`src/rtl/dual_serial_port.sv`:
```
`timescale 1ns/1ps
module dual_serial_port #(
  parameter int UART_OVS = 16
) (
  input  logic       clk,
  input  logic       rst_n,
  input  logic [1:0] bus_addr,
  input  logic       bus_wr,
  input  logic       bus_rd,
  input  logic [7:0] bus_wdata,
  output logic [7:0] bus_rdata,
  input  logic       ext_clk,
  input  logic       rxd,
  output logic       txd,
  output logic       sclk_out,
  output logic       sclk_oe,
  output logic       rdy_out,
  output logic       rdy_oe,
  output logic       tx_irq,
  output logic       rx_irq
);
  localparam int SUB_W = $clog2(UART_OVS);
  localparam logic [SUB_W-1:0] SUB_LAST = SUB_W'(UART_OVS - 1);
  localparam logic [SUB_W-1:0] SUB_MID  = SUB_W'(UART_OVS / 2 - 1);

  logic [7:0] ctl, brg_rld, brg_cnt;
  logic       css, scs, rdy_en, tic, te, re, syn, en;
  assign {en, syn, re, te, tic, rdy_en, scs, css} = ctl;

  logic       wr_dat, rd_dat, rd_st;
  assign wr_dat = bus_wr && bus_addr == 2'd0;
  assign rd_dat = bus_rd && bus_addr == 2'd0;
  assign rd_st  = bus_rd && bus_addr == 2'd1;

  always_ff @(posedge clk or negedge rst_n)
    if (!rst_n) begin
      ctl <= '0;
      brg_rld <= '0;
    end else if (bus_wr) begin
      if (bus_addr == 2'd2) ctl <= bus_wdata;
      if (bus_addr == 2'd3) brg_rld <= bus_wdata;
    end

  // baud generator and clock selection
  logic [1:0] pre, ph;
  logic       brg_out, src_tick, brg_tick;
  logic [2:0] ext_s;
  logic [1:0] rx_s;
  logic       ext_rise, ext_fall, rxi, u_tick, drv, smp;

  assign src_tick = !css || pre == 2'd3;
  assign brg_tick = src_tick && brg_cnt == '0 && !brg_out;
  assign ext_rise = ext_s[1] && !ext_s[2];
  assign ext_fall = !ext_s[1] && ext_s[2];
  assign rxi      = rx_s[1];
  assign u_tick   = scs ? ext_rise : brg_tick;
  assign drv      = scs ? ext_fall : (brg_tick && ph == 2'd0);
  assign smp      = scs ? ext_rise : (brg_tick && ph == 2'd2);

  always_ff @(posedge clk or negedge rst_n)
    if (!rst_n) begin
      pre <= '0; ph <= '0; brg_out <= 1'b0; brg_cnt <= '0;
      ext_s <= '0; rx_s <= 2'b11;
    end else begin
      pre   <= pre + 2'd1;
      ext_s <= {ext_s[1:0], ext_clk};
      rx_s  <= {rx_s[0], rxd};
      if (brg_tick) ph <= ph + 2'd1;
      if (src_tick) begin
        if (brg_cnt == '0) begin
          brg_cnt <= brg_rld;
          brg_out <= ~brg_out;
        end else brg_cnt <= brg_cnt - 8'd1;
      end
    end

  // transmitter
  logic [7:0]       txbuf;
  logic [10:0]      txsr;
  logic [3:0]       tx_left;
  logic [SUB_W-1:0] tx_sub;
  logic             tbe, tsc, busy, tx_step, tx_last, tx_load;

  assign tx_step = syn ? drv : u_tick;
  assign tx_last = busy && tx_left == 4'd1 && (syn || tx_sub == SUB_LAST);
  assign tx_load = en && te && !tbe && tx_step && (!busy || tx_last);

  always_ff @(posedge clk or negedge rst_n)
    if (!rst_n) begin
      txbuf <= '0; txsr <= '1; tx_left <= '0; tx_sub <= '0;
      tbe <= 1'b1; tsc <= 1'b0; busy <= 1'b0;
    end else begin
      if (!en) busy <= 1'b0;
      else if (tx_load) begin
        busy    <= 1'b1;
        tsc     <= 1'b0;
        tbe     <= 1'b1;
        txsr    <= syn ? {3'b111, txbuf} : {1'b1, ^txbuf, txbuf, 1'b0};
        tx_left <= syn ? 4'd8 : 4'd11;
        tx_sub  <= '0;
      end else if (tx_step && busy) begin
        if (tx_last) begin
          busy <= 1'b0;
          tsc  <= 1'b1;
        end else if (syn || tx_sub == SUB_LAST) begin
          txsr    <= {1'b1, txsr[10:1]};
          tx_left <= tx_left - 4'd1;
          tx_sub  <= '0;
        end else tx_sub <= tx_sub + 1'b1;
      end
      if (wr_dat) begin
        txbuf <= bus_wdata;
        tbe   <= 1'b0;
      end
    end

  // receiver
  logic [7:0]       rxbuf, rxsr, rx_byte;
  logic [3:0]       rx_bit;
  logic [SUB_W-1:0] rx_sub;
  logic             rx_act, rx_par, rx_done, rbf, oe, pe, fe, st_seen;

  assign rx_done = en && re && (syn ? (smp && busy && rx_bit == 4'd7)
                                    : (u_tick && rx_act && rx_sub == SUB_MID && rx_bit == 4'd10));
  assign rx_byte = syn ? {rxi, rxsr[7:1]} : rxsr;

  always_ff @(posedge clk or negedge rst_n)
    if (!rst_n) begin
      rxsr <= '0; rx_bit <= '0; rx_sub <= '0; rx_act <= 1'b0; rx_par <= 1'b0;
    end else if (!en || !re) rx_act <= 1'b0;
    else if (syn) begin
      if (tx_load) rx_bit <= '0;
      else if (smp && busy) begin
        rxsr   <= {rxi, rxsr[7:1]};
        rx_bit <= rx_bit + 4'd1;
      end
    end else if (u_tick) begin
      if (!rx_act) begin
        if (!rxi) begin
          rx_act <= 1'b1; rx_sub <= '0; rx_bit <= '0;
        end
      end else begin
        rx_sub <= rx_sub + 1'b1;
        if (rx_sub == SUB_LAST) rx_bit <= rx_bit + 4'd1;
        if (rx_sub == SUB_MID) begin
          if (rx_bit == 4'd0) begin
            if (rxi) rx_act <= 1'b0;
          end else if (rx_bit <= 4'd8) rxsr <= {rxi, rxsr[7:1]};
          else if (rx_bit == 4'd9) rx_par <= rxi;
          else rx_act <= 1'b0;
        end
      end
    end

  always_ff @(posedge clk or negedge rst_n)
    if (!rst_n) begin
      rxbuf <= '0; rbf <= 1'b0; oe <= 1'b0; pe <= 1'b0; fe <= 1'b0; st_seen <= 1'b0;
    end else begin
      if (rd_st) st_seen <= 1'b1;
      if (rd_dat) begin
        rbf <= 1'b0;
        if (st_seen) begin
          oe <= 1'b0; pe <= 1'b0; fe <= 1'b0; st_seen <= 1'b0;
        end
      end
      if (rx_done) begin
        if (rbf && !rd_dat) oe <= 1'b1;
        else begin
          rxbuf <= rx_byte;
          rbf   <= 1'b1;
          if (!syn && rx_par != ^rxsr) pe <= 1'b1;
          if (!syn && !rxi) fe <= 1'b1;
        end
      end
    end

  assign txd      = busy ? txsr[0] : 1'b1;
  assign sclk_oe  = en && syn && !scs;
  assign sclk_out = !busy || ph[1] == ph[0];
  assign rdy_oe   = rdy_en;
  assign rdy_out  = rdy_en && en && syn && re && !rbf;
  assign tx_irq   = en && te && (tic ? tsc : tbe);
  assign rx_irq   = en && re && rbf;

  always_comb
    case (bus_addr)
      2'd0:    bus_rdata = rxbuf;
      2'd1:    bus_rdata = {1'b1, oe | pe | fe, fe, pe, oe, tsc, rbf, tbe};
      2'd2:    bus_rdata = ctl;
      default: bus_rdata = brg_rld;
    endcase
endmodule

```
`config.mk`:
```
export PLATFORM = sky130hd
export DESIGN_NAME = dual_serial_port
export DESIGN_NICKNAME = d
export VERILOG_FILES = /design/src/rtl/dual_serial_port.sv
export SDC_FILE = /design/constraint.sdc
export NUM_CORES = 1
export LEC_CHECK = 0
export ABC_AREA = 1
export ABC_CLOCK_PERIOD_IN_PS = 3800
export BUFFER_PORTS_ARGS = -buffer_cell sky130_fd_sc_hd__buf_2
export CORE_ASPECT_RATIO = 0.6
export CORE_MARGIN = 8
export CORE_UTILIZATION = 66
export DETAILED_ROUTE_END_ITERATION = 6
export GPL_ROUTABILITY_DRIVEN = 1
export PLACE_DENSITY = 0.85
export SYNTH_ARGS = -nofsm -noshare
export SYNTH_HDL_FRONTEND = slang
export SYNTH_SLANG_ARGS = --single-unit
export TNS_END_PERCENT = 10
```
`constraint.sdc`:
```
create_clock -name clk -period 3.8 [get_ports clk]
set_input_delay 0.57 -clock clk [delete_from_list [all_inputs] [get_ports clk]]
set_output_delay 0.57 -clock clk [all_outputs]
set_load 0.05 [all_outputs]
```
==> impl_results.md, run 1 <==
- DR vias: 4,703
- Syn Nets: 707
- Main synth FF type: dfrtp_1
- DP HPWL: 9.07 mm
- Post-place setup slack: 1300 ps
- WL final: 12.6 mm
- Max cap viols: 0
- Final Skew: 9.61 ps
- Tmin final: 2470 ps
- Netlist cell types: 47
- CP max stage cell: or2_1
- WS Path Type: register to register
- Diode count: 0
- Initial Utilization: 67.2%
- Total gr overflow: 0
- CP most frequent cell: nand2_1
- I/O pin count: 31
- Drt drc: 0
- Die height: 84.8 microns
- Later-pin clock latency in the skew report: 350 ps
- Worst path max stage delay: 410 ps
- Rel. slew slack: 50.8%
- Reg2Reg Depth: 10
- Worst EP arrival: 2710 ps
- Remaining antenna violation count: 0
- Ys Warns: 0
- Commonest non-fill, non-tap cells in the layout: nand2_1 (268), dfrtp_1 (81), inv_1 (62), o21ai_0 (52), nor2_1 (36)
- Horiz. Die Dim: 131 microns
- Async SR Flop Fraction: 100%
- Drt pass-1 iters: 5
- Peak supply drop: 392 uV
- Drt via density: 5.76
- Final count of hold timing violations: 0
- Layout cells sized above 1: 11.6%
- Combinational family with the most area after synthesis: simple AND/OR/NAND/NOR gates
- Syn Area/Cell: 7.68 sq um
- Compound-Gate Fraction of Synth Area: 11.1%
- Post-cts hold buffer count: 0
- Core box area: 7760 sq um
- Clock tree from TritonCTS: built
- Post-CTS setup buffer count: 0
- PostCTS Resize Cnt: 0
- First-pass GRT wire length: 21.6 mm
- Fillers: 603
- Die footprint: 11,100 sq um
- Critical path peak fanout: 25
- CTS Buf Count: 9
- Overall power: 0.00318 W
- Startpoint Class: register
- Pin count of the biggest net entering global routing: 60
- Status: complete, no violations
- Leading cell type in the layout, fill and taps excluded: nand2_1
- Initial antenna violation count: 0
- Mux cell area share after synthesis: 0.192%
- Unrepaired setup endpoints after global routing: no
- Final setup margin: 1330 ps
- FMAX: 0.405 GHz
- Bufs on Longest Clock Path: 2
- Seq cells post-synth: 94
- CTS clk-pin slew, worst paths: 60 ps
- Setup crit end kind: register
- Setup TNS: 0 ps
- Tightest Hold Check Type: input pin to async pin
- Cell Rows: 25
- Area Overhead vs Synth: 9.87%
- Slew of the pin with the lowest slew margin: 738 ps
- Seq/Total Area, Yosys: 45.4%
- Mapped cell area: 5210 sq um
- Post-layout util: 73.8%
- Clk sinks: 94
- Port bufs: 30
- H-tree Lvls: 3
- CP required: 4040 ps
- Post-synth EDFFs: 0
- Cells after DPL: 801
- Post-Synth Simple-Gate Area: 30.3%
- Number of global-route vias before repair: 4,511
- Final period utilization: 65.0%
- Root Buffer: clkbuf_16
- Total track usage: 24.4%
- Leak: 2.97 nW
- GPL Wtd Cong: 0.907
- Synth Instances: 679
- Routed WL per cell: 15.5 microns
- Post-synthesis xor/xnor area fraction: 3.53%
- Initial DRC count: 495
- Final slew viol count: 0
- Pwr dens: 555 nW/um^2
- Synth Area in Adders: 2.88%
- Fin nets: 732
- Non-filler cells, final: 817
- Final setup violation count: 0
- Critical path cell sequence: ha_1, or2_1, nand4_1, nand3_2, nand3_4, nand2_1, nand2_4, clkinv_2, nand2_1, nand2_1
area by class of cell:
cell class                      instances  area [sq um]  area share [%]
Tap cell                              108           135            2.36
Clock buffer                           11           233            4.06
Multi-Input combinational cell        500          2500            43.7
Sequential cell                        94          2370            41.4
Inverter                               65           245            4.28
Clock inverter                          5          60.1            1.05
Timing Repair Buffer                   34           183            3.19
metrics by stage:
step           cell area [sq um]  hold slack, ps
6_report                    5730             279
4_1_cts                     5730             306
3_5_place_dp                5430             347
2_1_floorplan               5210             274
5_1_grt                     5730             317
3_3_place_gp                5430             346
sequential cells by signal (all words and copies together) (netlist names), 8 cells and up:
register,count
rxsr,8
txsr,10
brg_rld,8
ctl,8
rxbuf,8
txbuf,8
brg_cnt,8
synth_stat cells, drive strengths merged, types with 5 or more instances:
| cell | instances | share of area [%] |
|---|---|---|
| nand2 | 272 | 20 |
| dfrtp | 81 | 39 |
| clkbuf | 15 | 1.1 |
| dfstp | 13 | 6.6 |
| a21oi | 21 | 2.7 |
| o21ai | 54 | 5.3 |
| o22ai | 5 | 0.60 |
| ha | 12 | 2.9 |
| xor2 | 11 | 1.8 |
| inv | 63 | 4.5 |
| nor2 | 37 | 2.8 |
| buf | 5 | 0.77 |
| nand3 | 24 | 2.8 |
| nand4 | 23 | 3.2 |
| xnor2 | 10 | 1.7 |
| nor3 | 7 | 0.77 |
metal layers:
layer	up-vias	global-route usage (%)	wire, microns
li1	2230	-	-
met1	2264	33.1	5780
met2	193	38.2	5870
met3	16	5.82	837
met4	0	6.32	143
met5	-	0	0
where the power goes:
| group | leakage [nW] | switching [W] | internal (W) | total (W) |
|---|---|---|---|---|
| registers | 1.18 | 0.000178 | 0.00119 | 0.00137 |
| logic | 1.64 | 0.000593 | 0.000323 | 0.000915 |
| clock network | 0.140 | 0.000381 | 0.000511 | 0.000893 |
| total | 2.97 | 0.00115 | 0.00203 | 0.00318 |
worst max-delay path: cells and delay by family (launching register included):
| family | cells | cell delay, ps |
|---|---|---|
| adders and majority gates | 1 | 190 |
| buffers and inverters | 1 | 200 |
| DFF | 1 | 380 |
| and+or+nand+nor | 8 | 1570 |
final timing paths:
| check | slack [ps] | from | endpoint |
|---|---|---|---|
| setup / recovery | 1330 | pre[0] | tx_left[1] |
| hold / removal | 280 | rst_n | brg_cnt[2] |
| setup reg to reg | 1330 | pre[0] | tx_left[1] |
| hold reg to reg | 350 | rx_s[0] | rx_s[1] |
| max in group asynchronous | 2690 | rst_n | txsr[0] |
| min in group clk | 330 | ext_clk | ext_s[0] |
cell families after synthesis:
family	Yosys count
and+or+nand+nor	369
AOI/OAI and AO/OA	97
DFF	94
buffers and inverters	85
xor gates and xnor gates	21
adders and majority gates	12
muxes	1
(Power assumes the default switching activity.)
==> run 2, diff against run 1 <==
- ABC_AREA: 1 -> 0
- ABC_CLOCK_PERIOD_IN_PS: 3800 -> 2530
- CORE_UTILIZATION: 66 -> 61
- PLACE_DENSITY: 0.85 -> 0.8
- clock period: 3.8 -> 2.53 ns (I/O delays scaled with it)
==> impl_results.md, run 2 <==
- Status: complete, no violations
- Drt via density: 6.20 (+7.7%)
- Initial antenna violation count: 0 (unchanged)
- Largest area contributor in the netlist: dfrtp_1
- Final slew viol count: 0 (unchanged)
- Final Skew: 6.32 ps (-3.29 ps)
- Die footprint: 11,400 sq um (+3.2%)
- Hold Worst Slack: 48.4 ps (-230 ps)
- WS Path Type: register to register
- Max cap viols: 0 (unchanged)
- CP required: 2800 ps (-1240 ps)
- Syn Nets: 497 (-30%)
- Ys Warns: 0 (unchanged)
- First-pass GRT wire length: 20.0 mm (-7.2%)
- Final count of hold timing violations: 0 (unchanged)
- Largest Register: txsr
- Main synth FF type: dfrtp_1
- Syn Area/Cell: 10.7 sq um (+39%)
- Post-cts hold buffer count: 0 (unchanged)
- Count leader, synth: dfrtp_1
- Seq/Total Area, Yosys: 47.4% (+1.9 points)
- Unrepaired setup endpoints after global routing: yes
- Initial Utilization: 63.2% (-4.0 points)
- Design Area, Final: 5800 sq um (+1.2%)
- Setup crit end kind: register
- Clk sinks: 94 (unchanged)
- Pin count of the biggest net entering global routing: 49 (-18%)
- Netlist cell types: 65 (+38%)
- Fillers: 554 (-8.1%)
- CTS Buf Count: 9 (unchanged)
- Total track usage: 22.1% (-2.3 points)
- Total gr overflow: 0 (unchanged)
- Number of global-route vias before repair: 3,829 (-15%)
- Rel. slew slack: 59.7% (+8.9 points)
- FMAX: 0.400 GHz (-1.1%)
- Post-synth EDFFs: 0 (unchanged)
- CTS clk-pin slew, worst paths: 70 ps (about the same)
- Most frequent cells after synthesis: dfrtp_1 (81), nor2_1 (51), mux2_2 (43)
- Max FFs per register: 10 (unchanged)
- Initial DRC count: 363 (-27%)
- Clock tree from TritonCTS: built
- Drt drc: 0 (unchanged)
- Final period utilization: 98.7% (+34 points)
- Multi-input logic area: 2530 sq um (+1.2%)
- Die height: 86.1 microns (+1.5%)
- GPL Wtd Cong: 0.905 (-0.21%)
- Seq cells post-synth: 94 (unchanged)
- Area fraction of the dominant cell type after synthesis: 40.6% (+1.7 points)
- Mapped cell area: 5000 sq um (-4.1%)
- Critical path peak fanout: 7 (-72%)
- Area Overhead vs Synth: 16.0%
- Leak: 2.51 nW (-15%)
- Drt pass-1 iters: 5 (unchanged)
- Async SR Flop Fraction: 100% (unchanged)
- Leading cell type in the layout, fill and taps excluded: dfrtp_1
- Tmin final: 2500 ps (+28.2 ps)
- Root Buffer: clkbuf_16
- Pwr dens: 912 nW/um^2 (+64%)
- Peak supply drop: 581 uV (+48%)
- DR vias: 3,924 (-17%)
- Post-DP Area: 5410 sq um (-0.39%)
- Horiz. Die Dim: 133 microns (+1.6%)
- Later-pin clock latency in the skew report: 350 ps (about the same)
- Core box area: 7910 sq um (+2.0%)
- Tightest Hold Check Type: input pin to async pin
- Overall power: 0.00529 W (+66%)
- WL final: 12.3 mm (-2.5%)
- Commonest non-fill, non-tap cells in the layout: dfrtp_1 (81), nor2_1 (48), mux2_2 (43), nand2_1 (38), buf_4 (30)
- Bufs on Longest Clock Path: 2 (unchanged)
- Cell Rows: 25 (unchanged)
- Slew of the pin with the lowest slew margin: 604 ps (-134 ps)
- Final setup violation count: 0 (unchanged)
- Fin nets: 548 (-25%)
- Worst EP arrival: 2770 ps (+60 ps)
- Remaining antenna violation count: 0 (unchanged)
- DP HPWL: 8.60 mm (-5.3%)
- Port bufs: 30 (unchanged)
- H-tree Lvls: 3 (unchanged)
- Startpoint Class: register
- Sequential cell area: 2370 sq um (unchanged)
- Synth top area cells: dfrtp_1 (41%), mux2_2 (9.7%), dfstp_2 (6.8%)
- Diode count: 0 (unchanged)
- Synth Instances: 469 (-31%)
- I/O pin count: 31 (unchanged)
- Routed WL per cell: 19.5 microns (+26%)
- Layout cells sized above 1: 30.9% (+19 points)
run 2: cell types whose count changed after synthesis, sizes merged, moves of 8 or more:
cell   change
nand3     -13
mux2      +43
mux2i     +11
nand2    -233
inv       -49
o21ai     -19
nor2      +14
nand4     -21
xor2       -8
run 2: metal layers:
metal  share of wire (%)  track usage (%)
met4                 2.0             7.17
met1                  45             30.4
met5                   0             1.38
met2                  45             32.2
met3                 7.8             6.88
run 2: cell families (layout without fill, tap and decap cells):
kind of cell / count (synthesis) / after routing / synth area share (%)
buffers and inverters: 35 / 91 / 2.98
xor gates and xnor gates: 19 / 19 / 3.33
muxes: 61 / 61 / 14.8
DFF: 94 / 94 / 47.4
and+or+nand+nor: 153 / 153 / 15.8
adders and majority gates: 12 / 12 / 3.00
AOI/OAI and AO/OA: 95 / 95 / 12.7
run 2: critical path: stages (launching register included):
cell and delay [ps]:
dfrtp_1 400, or4_4 580, nand4b_4 220, o31ai_4 300, buf_6 180, buf_4 110, nand3_1 120, or3_1 370
a21oi_1 140
run 2: through the flow:
stage / setup TNS (ps) / setup WS, ps / util (%) / cells
finish: 0 / 32.9 / 73.2 / 633
global route: -133 / -57.6 / 73.2 / 633
CTS: -4.38 / -4.38 / 72.5 / 629
detailed placement: -999 / -131 / 68.4 / 613
global placement: 0 / 24.1 / 68.4 / 613
floorplan: -115 / -115 / - / 469
run 2: final timing paths:
check                           start   endpoint  slack [ps]  cells past startpoint
max reg2reg                brg_cnt[2]  tx_sub[3]          30                      8
min reg2reg                   rx_s[0]    rx_s[1]         360                      0
max in group asynchronous       rst_n    txsr[1]        1820                      2
min in group clk                  rxd    rx_s[0]         130                      1
min                             rst_n    rxsr[6]          50                      1
max                        brg_cnt[2]  tx_sub[3]          30                      8
run 2: what timing repair did:
| item | 4_1_cts | 5_1_grt |
|---|---|---|
| endpoints found under the setup margin | 21 | 28 |
| setup buffers | 0 | 4 |
| gates resized for setup | 4 | 9 |
| hold endpoints to repair | 0 | 0 |
| pin swaps | 1 | 2 |
run 2: final cells by class:
class,count,share of cell area (%)
inverter,14,0.907
sequential,94,40.9
timing repair buffer,61,6.93
clock inverter,7,1.40
clock buffer,9,3.89
multi-input combinational,340,43.7
tap,108,2.33
run 2: where the power goes:
group	internal, W	switching [W]
Clock	0.000782	0.000615
Combinational	0.000723	0.000955
Sequential	0.00187	0.000342
Total	0.00337	0.00191
